===== config.mk =====
export PLATFORM = sky130hd
export DESIGN_NAME = tmc_datapath
export DESIGN_NICKNAME = d
export VERILOG_FILES = /design/src/rtl/tmc_datapath.sv
export SDC_FILE = /design/constraint.sdc
export NUM_CORES = 1
export LEC_CHECK = 0
export CORE_MARGIN = 2
export CORE_UTILIZATION = 25
export CTS_BUF_LIST = sky130_fd_sc_hd__clkbuf_8
export CTS_CLUSTER_SIZE = 20
export DETAILED_ROUTE_END_ITERATION = 6
export GPL_ROUTABILITY_DRIVEN = 0
export PLACE_DENSITY = 0.7
export SKIP_LAST_GASP = 1
export SYNTH_ARGS = -nofsm -noshare
export SYNTH_HDL_FRONTEND = slang
export SYNTH_SLANG_ARGS = --single-unit

===== constraint.sdc =====
create_clock -name clk -period 1.01 [get_ports clk]
set_input_delay 0.1515 -clock clk [delete_from_list [all_inputs] [get_ports clk]]
set_output_delay 0.1515 -clock clk [all_outputs]
set_load 0.05 [all_outputs]

===== src/rtl/tmc_datapath.sv =====
module tmc_datapath #(
  parameter int IO_W    = 4,
  parameter int ROW_W   = 12,
  parameter int COL_W   = 10,
  parameter int ENTRY_W = 10
) (
  input  logic                  clk,
  input  logic                  rst_n,
  input  logic                  ras_fall,
  input  logic                  ras_rise,
  input  logic                  cas_low,
  input  logic                  we_low,
  input  logic [ROW_W-1:0]      row_addr,
  input  logic                  col_valid,
  input  logic                  col_write,
  input  logic [COL_W-1:0]      col_addr,
  input  logic [IO_W-1:0]       wr_data,
  output logic                  test_mode,
  output logic                  rd_valid,
  output logic [IO_W-1:0]       rd_data,
  output logic                  mem_en,
  output logic                  mem_wr,
  output logic [ROW_W-1:0]      mem_row,
  output logic [COL_W-3:0]      mem_col,
  output logic [4*IO_W-1:0]     mem_wmask,
  output logic [4*IO_W-1:0]     mem_wdata,
  input  logic [4*IO_W-1:0]     mem_rdata
);
  localparam int SUB   = 4;
  localparam int SEL_W = 2;

  logic             row_open, col_seen, rd_mode;
  logic [SEL_W-1:0] rd_sel;
  logic [ROW_W-1:0] row_q;

  wire cbr      = ras_fall & cas_low;
  wire entry_ok = &row_addr[ENTRY_W-1:0];
  wire ror_exit = ras_rise & row_open & ~col_seen;

  assign mem_en  = col_valid & row_open;
  assign mem_wr  = mem_en & col_write;
  assign mem_row = row_q;
  assign mem_col = col_addr[COL_W-1:SEL_W];

  always_ff @(posedge clk or negedge rst_n) begin
    if (!rst_n) begin
      test_mode <= 1'b0;
      row_open  <= 1'b0;
      col_seen  <= 1'b0;
      row_q     <= '0;
      rd_valid  <= 1'b0;
      rd_sel    <= '0;
      rd_mode   <= 1'b0;
    end else begin
      if (ras_fall) begin
        row_open <= ~cas_low;
        col_seen <= 1'b0;
        if (!cas_low) row_q <= row_addr;
      end else if (ras_rise) begin
        row_open <= 1'b0;
      end else if (mem_en) begin
        col_seen <= 1'b1;
      end

      if (cbr)           test_mode <= we_low & (test_mode | entry_ok);
      else if (ror_exit) test_mode <= 1'b0;

      rd_valid <= mem_en & ~col_write;
      rd_sel   <= col_addr[SEL_W-1:0];
      rd_mode  <= test_mode;
    end
  end

  for (genvar i = 0; i < IO_W; i++) begin : g_io
    wire [SUB-1:0] grp = mem_rdata[i*SUB +: SUB];
    for (genvar s = 0; s < SUB; s++) begin : g_sub
      assign mem_wdata[i*SUB+s] = wr_data[i];
      assign mem_wmask[i*SUB+s] = test_mode | (col_addr[SEL_W-1:0] == SEL_W'(s));
    end
    assign rd_data[i] = rd_mode ? ((&grp) | ~(|grp)) : grp[rd_sel];
  end
endmodule



==> Word-level counts from Yosys, hierarchy flattened <==
Cells that the tools add are included.
{ "totals": {"wordCells": 69, "inputBits": 50, "regBits": 19, "out_inout_bits": 60} }
{ "classes": {"bitwise": 23, "n_eq_ne": 4, "muxes": 19, "reduce_logical": 15, "magnitude_cmp": 1} }
{ "ops": {"columns": ["cell", "n"], "rows": [
  ["$reduce_and A4 Y1", 4],
  ["$reduce_or A4 Y1", 4],
  ["$mux W1", 15],
  ["$reduce_and A10 Y1", 1],
  ["$or A1 B1 Y1", 9],
  ["$bmux W1 S2", 4],
  ["$and A1 B1 Y1", 7],
  ["$not A1 Y1", 7],
  ["$reduce_bool A2 Y1", 3],
  ["$eq A2 B2 Y1 const B", 2],
  ["$reduce_and A2 Y1", 2],
  ["$lt A2 B3 Y1 const B", 1],
  ["$eq A2 B1 Y1 const B", 1],
  ["$logic_not A2 Y1", 1],
  ["$ne A2 B2 Y1 const B", 1]
]} }

==> Longest topological paths before layout <==
Gate-level depths: netlist (run 1).
{ "logic_depth": {"word_depth": 4, "depth_mapped": 4, "ltp_nobuf": 3} }

==> Worst setup path after synthesis (run 1) <==
OpenSTA, ideal clock, no wires.
{ "synth_path": {"path_type": "reg2out", "start": "register rd_sel[1]", "end": "output port rd_data[0]", "slack_ns": -0.793, "arrival_time_ns": 1.652, "t_required_ns": 0.859, "path_stages_with_launch": 5, "path_cell_list": "dfrtp_1 -> buf_4 -> mux2i_1 -> a22o_1 -> a31oi_1"} }
{ "synth_between": {"elab_chain_len": 3} }
{ "synth_rtl": {"columns": ["item", "line", "text"], "rows": [
  ["start, declared", "33", "logic [SEL_W-1:0] rd_sel;"],
  ["start signal, assigned", "69", "rd_sel <= col_addr[SEL_W-1:0];"],
  ["$bmux W1 S2", "80", "assign rd_data[i] = rd_mode ? ((&grp) | ~(|grp)) : grp[rd_sel];"],
  ["$mux W1 (not written as such)", "80", null],
  ["$mux W1", "80", null],
  ["end, declared", "20", "output logic [IO_W-1:0] rd_data,"]
]} }
No other way between the ends. The select of a mux whose other input is x is not followed.

==> Worst setup path in the final report (run 1) <==
{ "layout_path": {"start": "input port mem_rdata[0]", "end": "output port rd_data[0]"} }
{ "layout_between": {"elab_chain_len": 4, "word_cells_on_any_way": 7, "cone_classes": "3 x mux; 2 x bitwise; 2 x reduce/logical"} }
{ "layout_rtl": {"columns": ["item", "line", "text"], "rows": [
  ["start, declared", "27", "input logic [4*IO_W-1:0] mem_rdata"],
  ["$reduce_or A4 Y1", "80", null],
  ["$not A1 Y1", "80", null],
  ["$or A1 B1 Y1", "80", null],
  ["$mux W1 (*)", "80", null]
]} }
Every way passes the cells marked *; elsewhere a longest branch is shown, timed or not. The select of a mux whose other input is x is not followed.

==> results.yml, run 1 <==
clock_tree:
  h-tree-depth: 1
  cts_tree: "yes"
  path_clk_slew_ns: 0.07
  cts.sinks: 19
  cts_buffer_depth: 2
  cts_root_buffer: "clkbuf_8"
  clock_latency_ns: 0.26
  cts_buffers: 3
detailed_routing:
  ant_nets: 0
  vias: 1070
  drt_iter0_markers: 14
  drc: 0
  drt-vias-per-instance: 4.35
  wl_per_cell_um: 12.9
  drtPass1Iterations: 4
  wl_um: 3180
final_layout:
  multi_input_area_um2: 564
  diodes: 0
  syn2layout_area_growth_pct: 97.0
  final_cells: 246
  utilization_pct: 51.3
  drive_gt1_share_pct: 50.3
  num-fill-cells: 427
  fin_nets: 230
  regArea_um2: 478
worst_setup_path:
  cp-start-kind: "primary input"
  startpoint: "mem_rdata[0]"
  worst-r2r-cell-count: 4
  required_ns: 0.86
  r2r-start: "row_open"
  critPathCapture: "rd_data[0]"
  r2r_slack_ns: -0.02
  critPathKind: "primary input to output port"
  r2r_end: "test_mode"
  end_kind: "output port"
  worstPathArrival_ns: 1.48
  worstPathMaxFanout: 2
pwr:
  p_seq_share_pct: 31.9
  p_int_mw: 1.86
  p_sw_mw: 1.03
  clockPowerShare_pct: 18.1
  ir_drop_mv: 0.963
  total_leakage_power_nw: 1.08
  combPwrFrac_pct: 50.1
  powerDensity_mw_per_mm2: 1190
  p_sw_share_pct: 35.6
timing:
  min_period_ns: 1.63
  fmax_ghz: 0.613
  period_share_pct: 161
  slew_violations: 0
  finalWorstSetupSlack_ns: -0.620
  hold_violations: 0
  skew_ns: 0.00364
  tightest_slew_ns: 0.313
  slew_headroom_pct: 78.9
  final-setup-viol-count: 24
  rsz0062_at_grt: "true"
  whs_ns: 0.195
synthesis:
  ys_seq_elements: 19
  ys_seq_area_share_pct: 38.7
  synth_cell_type_count: 24
  synthCells: 117
  syn_area_mm2: 0.00123
  yosys_warnings: 0
  syn_nets: 167
  syn-mean-instance-area_um2: 10.5
floorplanning:
  pin_count: 110
  design.die.area_mm2: 0.00550
  die_w_um: 74.1
  die_y_um: 74.1
  rows: 25
  core_mm2: 0.00472
  initial_core_util_pct: 26.0
place:
  dp.cells: 238
  io_buffers: 73
  hpwl_um: 2640
flow_run:
  maxCapViolations: 0
grt:
  grt_pass1_vias: 1158
  gr-total-overflow: 0
  antenna_found_initial: 0
  grt_use_total_pct: 12.5
  grt_max_degree: 20
  grt_first_pass_wirelength_um: 5290
status:
  status: "finished with violations"
  violations: "setup timing"
min_path:
  min_path_type: "primary input to flip-flop"
==> power groups by stage <==
stage	registers (mW)	clock network [mW]	logic (mW)
floorplan	1.15	0	0.717
global placement	0.934	0	1.44
detailed placement	0.937	0	1.45
CTS	0.923	0.546	1.46
global route	0.933	0.569	1.51
finish	0.922	0.523	1.45
==> Yosys cell counts, drive strengths merged <==
cell type	instances	area (um2)
inv	2	7.51
o21ai	3	15.0
nor2b	2	12.5
mux2	12	135
or4	2	15.0
and2	1	6.26
o21bai	2	15.0
a22o	4	35.0
and4b	1	10.0
nand2b	2	12.5
nand3	1	5.00
a21o	2	15.0
a41oi	3	26.3
and3	1	6.26
buf	38	283
nor4	3	18.8
mux2i	8	80.1
a21oi	4	20.0
nand2	1	3.75
nand4	3	18.8
dfrtp	19	475
nor2	2	7.51
a31oi	1	6.26
==> timing repair <==
item,in CTS,in global routing
resized for setup,27,2
setup buffers,2,2
hold buffers,0,0
endpoints found under the setup margin,36,26
pin swaps,6,1
==> per-layer routing <==
layer  routed length (um)  track usage, %
met5                    0               0
met4                   78            6.87
met3                  397            5.42
met2                 1610            21.6
met1                 1090            12.6
==> cells in the final DEF, fill, tap and decap left out, types with 2 or more instances in the layout <==
cell type        synthesis  routed
dfrtp_2                  0       2
a41oi_1                  3       3
dfrtp_1                 19      17
nor2_1                   2       2
buf_6                    0       6
o21ai_0                  3       2
buf_12                   0      34
a22o_1                   4       4
dlygate4sd2_1            0      16
buf_4                   37      19
a21o_4                   0       2
a21oi_4                  0       3
clkbuf_8                 0       3
mux2i_1                  8       8
nand2b_1                 2       2
nand4_1                  3       3
nor4_1                   3       3
mux2_2                  12      12
o21bai_4                 0       2
clkdlybuf4s50_1          0      20
==> metrics by stage <==
stage | instance area [um2] | setup WS (ns) | TNS (ns) | power [mW]
final | 2420 | -0.620 | -7.07 | 2.89
after global routing | 2420 | -0.671 | -8.18 | 3.02
after CTS | 2410 | -0.633 | -7.61 | 2.92
after detailed placement | 2330 | -0.664 | -12.38 | 2.39
after global placement | 2330 | -0.655 | -11.87 | 2.38
after floorplan | 1390 | -0.329 | -3.39 | 1.87
==> registers in the layout (all words and copies together) (netlist names) <==
| signal | count |
|---|---|
| mem_row | 12 |
| rd_sel | 2 |
| col_seen | 1 |
| rd_mode | 1 |
| rd_valid | 1 |
| row_open | 1 |
| test_mode | 1 |
==> critical path: stages <==
cell             delay, ns
clkdlybuf4s50_1       0.42
or4_4                 0.55
a31oi_4               0.19
buf_12                0.16
==> cell families (layout without fill, tap and decap cells) <==
family                 count (synthesis)  after routing  synth area share, %
AOI/OAI and AO/OA                     19             19                 10.8
buffers and inverters                 40            102                 23.6
and+or+nand+nor                       19             19                 9.46
muxes                                 20             20                 17.5
DFF                                   19             19                 38.7
==> worst min-delay path by stage <==
stage,startpoint,endpoint,slack (ns),depth (start not counted)
2_1_floorplan,rst_n,col_seen,-0.14,0
3_5_place_dp,col_addr[9],mem_col[7],0.30,0
6_report,col_addr[1],rd_sel[1],0.20,2
3_3_place_gp,col_addr[9],mem_col[7],0.30,0
4_1_cts,col_write,rd_valid,0.20,2
5_1_grt,col_addr[1],rd_sel[1],0.22,2
==> area by class of cell <==
class / count / share of cell area [%]
repair buffers: 96 / 51.3
inverters: 2 / 0.310
clock inverters: 1 / 0.207
multi-input cells: 58 / 23.3
clock buffers: 3 / 1.70
well taps: 67 / 3.46
flip-flops and latches: 19 / 19.7
No activity file was read; power rests on OpenSTA's default activity.
==> inputs of run 2 (changes only) <==
CORE_MARGIN = 8   (was 2)
HOLD_SLACK_MARGIN = 0.12   (was not set)
==> run 2 against run 1 <==
Net effect:
- the flow still finishes with violations (setup timing)
- total power up 1.5%
- clock-buffer cell count is the same
- utilization is 1.1 points higher
- combinational power barely moved
- maximum frequency down 0.71%
- critical path type is now flip-flop to output port
- critical endpoint unchanged
==> results.yml, run 2 (same netlist as run 1, synthesis figures left out) <==
status:
  status: "finished with violations"
  violations: "setup timing"
detailed_routing:
  met1_length_um: 1080
  drc: 0
  drt_iter0_markers: 14
  met2_length_um: 2050
  drtPass1Iterations: 2
  ant_nets: 0
  top_layer_used: "met4"
  wl_met3_um: 532
  vias: 1098
  wl_per_cell_um: 15.3
  wl_um: 3800
  drt-vias-per-instance: 4.43
final_layout:
  drive_gt1_share_pct: 51.9
  fin_nets: 232
  syn2layout_area_growth_pct: 101
  final_cell_mix: "buf_12 (37), clkdlybuf4s50_1 (21), buf_4 (21)"
  diodes: 0
  final_cells: 248
  num-fill-cells: 410
  utilization_pct: 52.5
  largest_register_ffs: 12
  final_common_cell: "buf_12"
timing:
  tightest_slew_ns: 0.326
  hold_violations: 0
  slew_headroom_pct: 78.0
  period_share_pct: 163
  setup_tns_ns: -7.25
  min_period_ns: 1.64
  fmax_ghz: 0.609
  slew_violations: 0
  rsz0062_at_grt: "true"
  skew_ns: 0.00364
  final-setup-viol-count: 23
  finalWorstSetupSlack_ns: -0.632
min_path:
  min_path_type: "primary input to asynchronous set/reset pin"
floorplanning:
  die_y_um: 86.1
  pin_count: 110
  rows: 25
  initial_core_util_pct: 26.0
  die_w_um: 86.1
  core_mm2: 0.00472
  design.die.area_mm2: 0.00742
grt:
  grt_first_pass_wirelength_um: 6170
  grt_pass1_vias: 1340
  grt_max_degree: 20
  grt_use_total_pct: 10.5
  antenna_found_initial: 0
  gr-total-overflow: 0
worst_setup_path:
  end_kind: "output port"
  worstPathMaxFanout: 2
  slowest_stage: "dfrtp_1"
  timing.critical_path.buf_inv: 2
  crit_chain: "buf_4, mux2i_1, a22o_1, a31oi_4, buf_12"
  worstPathArrival_ns: 1.49
  crit_family: "compound AO/OA/AOI/OAI gates"
  critPathKind: "flip-flop to output port"
  required_ns: 0.86
  max_stage_delay_ns: 0.39
  cp-start-kind: "flip-flop"
clock_tree:
  h-tree-depth: 1
  cts_buffer_depth: 2
  cts_tree: "yes"
  path_clk_slew_ns: 0.07
  cts_buffers: 3
  hold_buffers: 0
  cts_root_buffer: "clkbuf_8"
  cts.sinks: 19
  clock_latency_ns: 0.26
place:
  hpwl_um: 3260
  dp_slack_ns: -0.678
  dp.cells: 241
  io_buffers: 73
pwr:
  ir_drop_mv: 0.841
  powerDensity_mw_per_mm2: 1180
  total_leakage_power_nw: 1.09
  power.total_mw: 2.94
flow_run:
  maxCapViolations: 0
[run 2: per-stage QoR]
stage | cell area (um2) | hold slack (ns)
3_5_place_dp | 2390 | 0.303
4_1_cts | 2460 | 0.235
2_1_floorplan | 1390 | -0.144
5_1_grt | 2480 | 0.236
6_report | 2480 | 0.233
3_3_place_gp | 2390 | 0.303
[run 2: final cells by class]
cell class / count / area, um2 / area share, %
Timing Repair Buffer: 98 / 1280 / 51.8
Multi-Input combinational cell: 58 / 581 / 23.4
Sequential cell: 19 / 478 / 19.3
Tap cell: 67 / 83.8 / 3.38
Clock buffer: 3 / 41.3 / 1.67
Inverter: 2 / 7.51 / 0.303
Clock inverter: 1 / 3.75 / 0.152
[run 2: worst paths after layout]
kind	start	end	slack (ns)	depth (start not counted)
min in group clk	row_addr[2]	mem_row[2]	0.26	2
hold / removal	rst_n	mem_row[2]	0.23	2
hold reg to reg	col_seen	col_seen	0.52	2
setup / recovery	rd_sel[1]	rd_data[0]	-0.63	5
setup reg to reg	row_open	col_seen	0.08	4
max in group asynchronous	rst_n	test_mode	0.63	2
[run 2: metal layers]
metal / up-vias / global-route usage [%]
li1: 515 / -
met1: 518 / 8.86
met2: 47 / 19.0
met3: 18 / 5.73
met4: 0 / 6.05
met5: - / 0
[run 2: repair_timing]
action | 4_1_cts | 5_1_grt
pin swaps | 5 | 2
resized for setup | 25 | 3
buffers inserted | 3 | 0
setup endpoints to repair | 36 | 25
[run 2: power breakdown]
part / internal [mW] / total, mW / switching [mW]
Clock: 0.271 / 0.532 / 0.261
Sequential: 0.842 / 0.923 / 0.0803
Combinational: 0.763 / 1.48 / 0.718
==> inputs of run 3 (changes only) <==
CORE_MARGIN = 5   (was 8)
PLACE_DENSITY = 0.81   (was 0.7)
==> run 3 against run 2 <==
Net effect:
- the flow still finishes with violations (setup timing)
- cell count decreased by 2.8%
- register-to-register slack lost 0.02 ns
- largest power group unchanged
- sequential share of layout area is 0.40 points higher
==> results.yml, run 3 (same netlist as run 1, synthesis figures left out) <==
place:
  dp.cells: 235
  placed_area_mm2: 0.00234
  io_buffers: 73
  hpwl_um: 2970
  dp_slack_ns: -0.682
detailed_routing:
  drt_iter0_markers: 12
  wl_per_cell_um: 14.7
  wl_um: 3540
  drt-vias-per-instance: 4.34
  vias: 1045
  drc: 0
  ant_nets: 0
  drtPass1Iterations: 2
clock_tree:
  cts_buffers: 3
  cts_tree: "yes"
  path_clk_slew_ns: 0.07
  h-tree-depth: 1
  hold_buffers: 0
  cts_buffer_depth: 2
  cts.sinks: 19
  cts_root_buffer: "clkbuf_8"
  clock_latency_ns: 0.26
timing:
  final-setup-viol-count: 23
  slew_headroom_pct: 76.8
  hold_violations: 0
  finalWorstSetupSlack_ns: -0.644
  tightest_slew_ns: 0.344
  slew_violations: 0
  setup_tns_ns: -7.15
  min_period_ns: 1.65
  period_share_pct: 164
  skew_ns: 0.00489
  fmax_ghz: 0.605
  whs_ns: 0.177
  rsz0062_at_grt: "true"
final_layout:
  syn2layout_area_growth_pct: 97.9
  final_common_cell: "buf_12"
  final_cells: 241
  fin_nets: 225
  diodes: 0
  largest_register_ffs: 12
  drive_gt1_share_pct: 48.9
  final_cell_mix: "buf_12 (37), clkdlybuf4s50_1 (22), dfrtp_1 (16)"
  utilization_pct: 51.2
  finalInstanceArea_mm2: 0.00243
grt:
  grt_pass1_vias: 1247
  grt_use_total_pct: 11.0
  grt_first_pass_wirelength_um: 5570
  antenna_found_initial: 0
  gr-total-overflow: 0
  grt_max_degree: 20
min_path:
  min_path_type: "primary input to flip-flop"
  hp-start: "row_addr[0]"
worst_setup_path:
  r2r-start: "test_mode"
  worstPathArrival_ns: 1.50
  end_kind: "output port"
  cp-start-kind: "primary input"
  required_ns: 0.86
  r2r_end: "test_mode"
  r2r_slack_ns: 0.06
  critPathCapture: "rd_data[0]"
  startpoint: "mem_rdata[1]"
  critPathKind: "primary input to output port"
  worstPathMaxFanout: 3
  worst-r2r-cell-count: 4
floorplanning:
  initial_core_util_pct: 25.9
  die_y_um: 80.1
  core_mm2: 0.00475
  rows: 25
  design.die.area_mm2: 0.00642
  die_w_um: 80.1
  pin_count: 110
pwr:
  powerDensity_mw_per_mm2: 1200
  total_leakage_power_nw: 1.08
  power.total_mw: 2.92
  ir_drop_mv: 0.946
status:
  violations: "setup timing"
  status: "finished with violations"
flow_run:
  maxCapViolations: 0
run 3: cell count changes in the layout (fill, tap and decap cells not counted), sizes merged:
cell	change
buf	-7
clkdlybuf4s50	+1
dlygate4sd2	-4
dlymetal6s2s	+3
run 3: layer usage:
layer / vias up / global-route usage (%) / routed length [um]
met2: 50 / 21.2 / 1880
met3: 10 / 5.04 / 451
li1: 496 / - / -
met4: 0 / 4.90 / 73
met5: - / 0 / 0
met1: 489 / 9.58 / 1130
run 3: critical path, cell delays in order:
cell             delay, ns
clkdlybuf4s50_1       0.45
or4_4                 0.55
a31oi_4               0.20
buf_12                0.15
run 3: worst min path at each step:
stage                            end  slack, ns  cells past startpoint
after floorplan             col_seen      -0.14                      0
after global placement    mem_col[0]       0.30                      0
after detailed placement  mem_col[0]       0.30                      0
after CTS                 mem_row[0]       0.22                      2
after global routing      mem_row[2]       0.18                      2
final                     mem_row[0]       0.18                      2
run 3: cell type report:
type | count | area, um2
fillers | 417 | 2320
repair buffers | 91 | 1240
multi-input cells | 58 | 579
flip-flops and latches | 19 | 479
well taps | 67 | 83.8
clock buffers | 3 | 41.3
inverters | 2 | 7.51
clock inverters | 1 | 3.75
run 3: what timing repair did:
action,CTS,global route
endpoints found under the setup margin,36,34
resized for setup,21,5
setup buffers,4,1
pin swaps,5,1
run 3: power breakdown:
group	switching (mW)	internal [mW]	leakage [nW]	total [mW]
Combinational	0.704	0.755	0.828	1.46
Sequential	0.0879	0.843	0.228	0.931
Clock	0.258	0.271	0.0269	0.529
Total	1.05	1.87	1.08	2.92
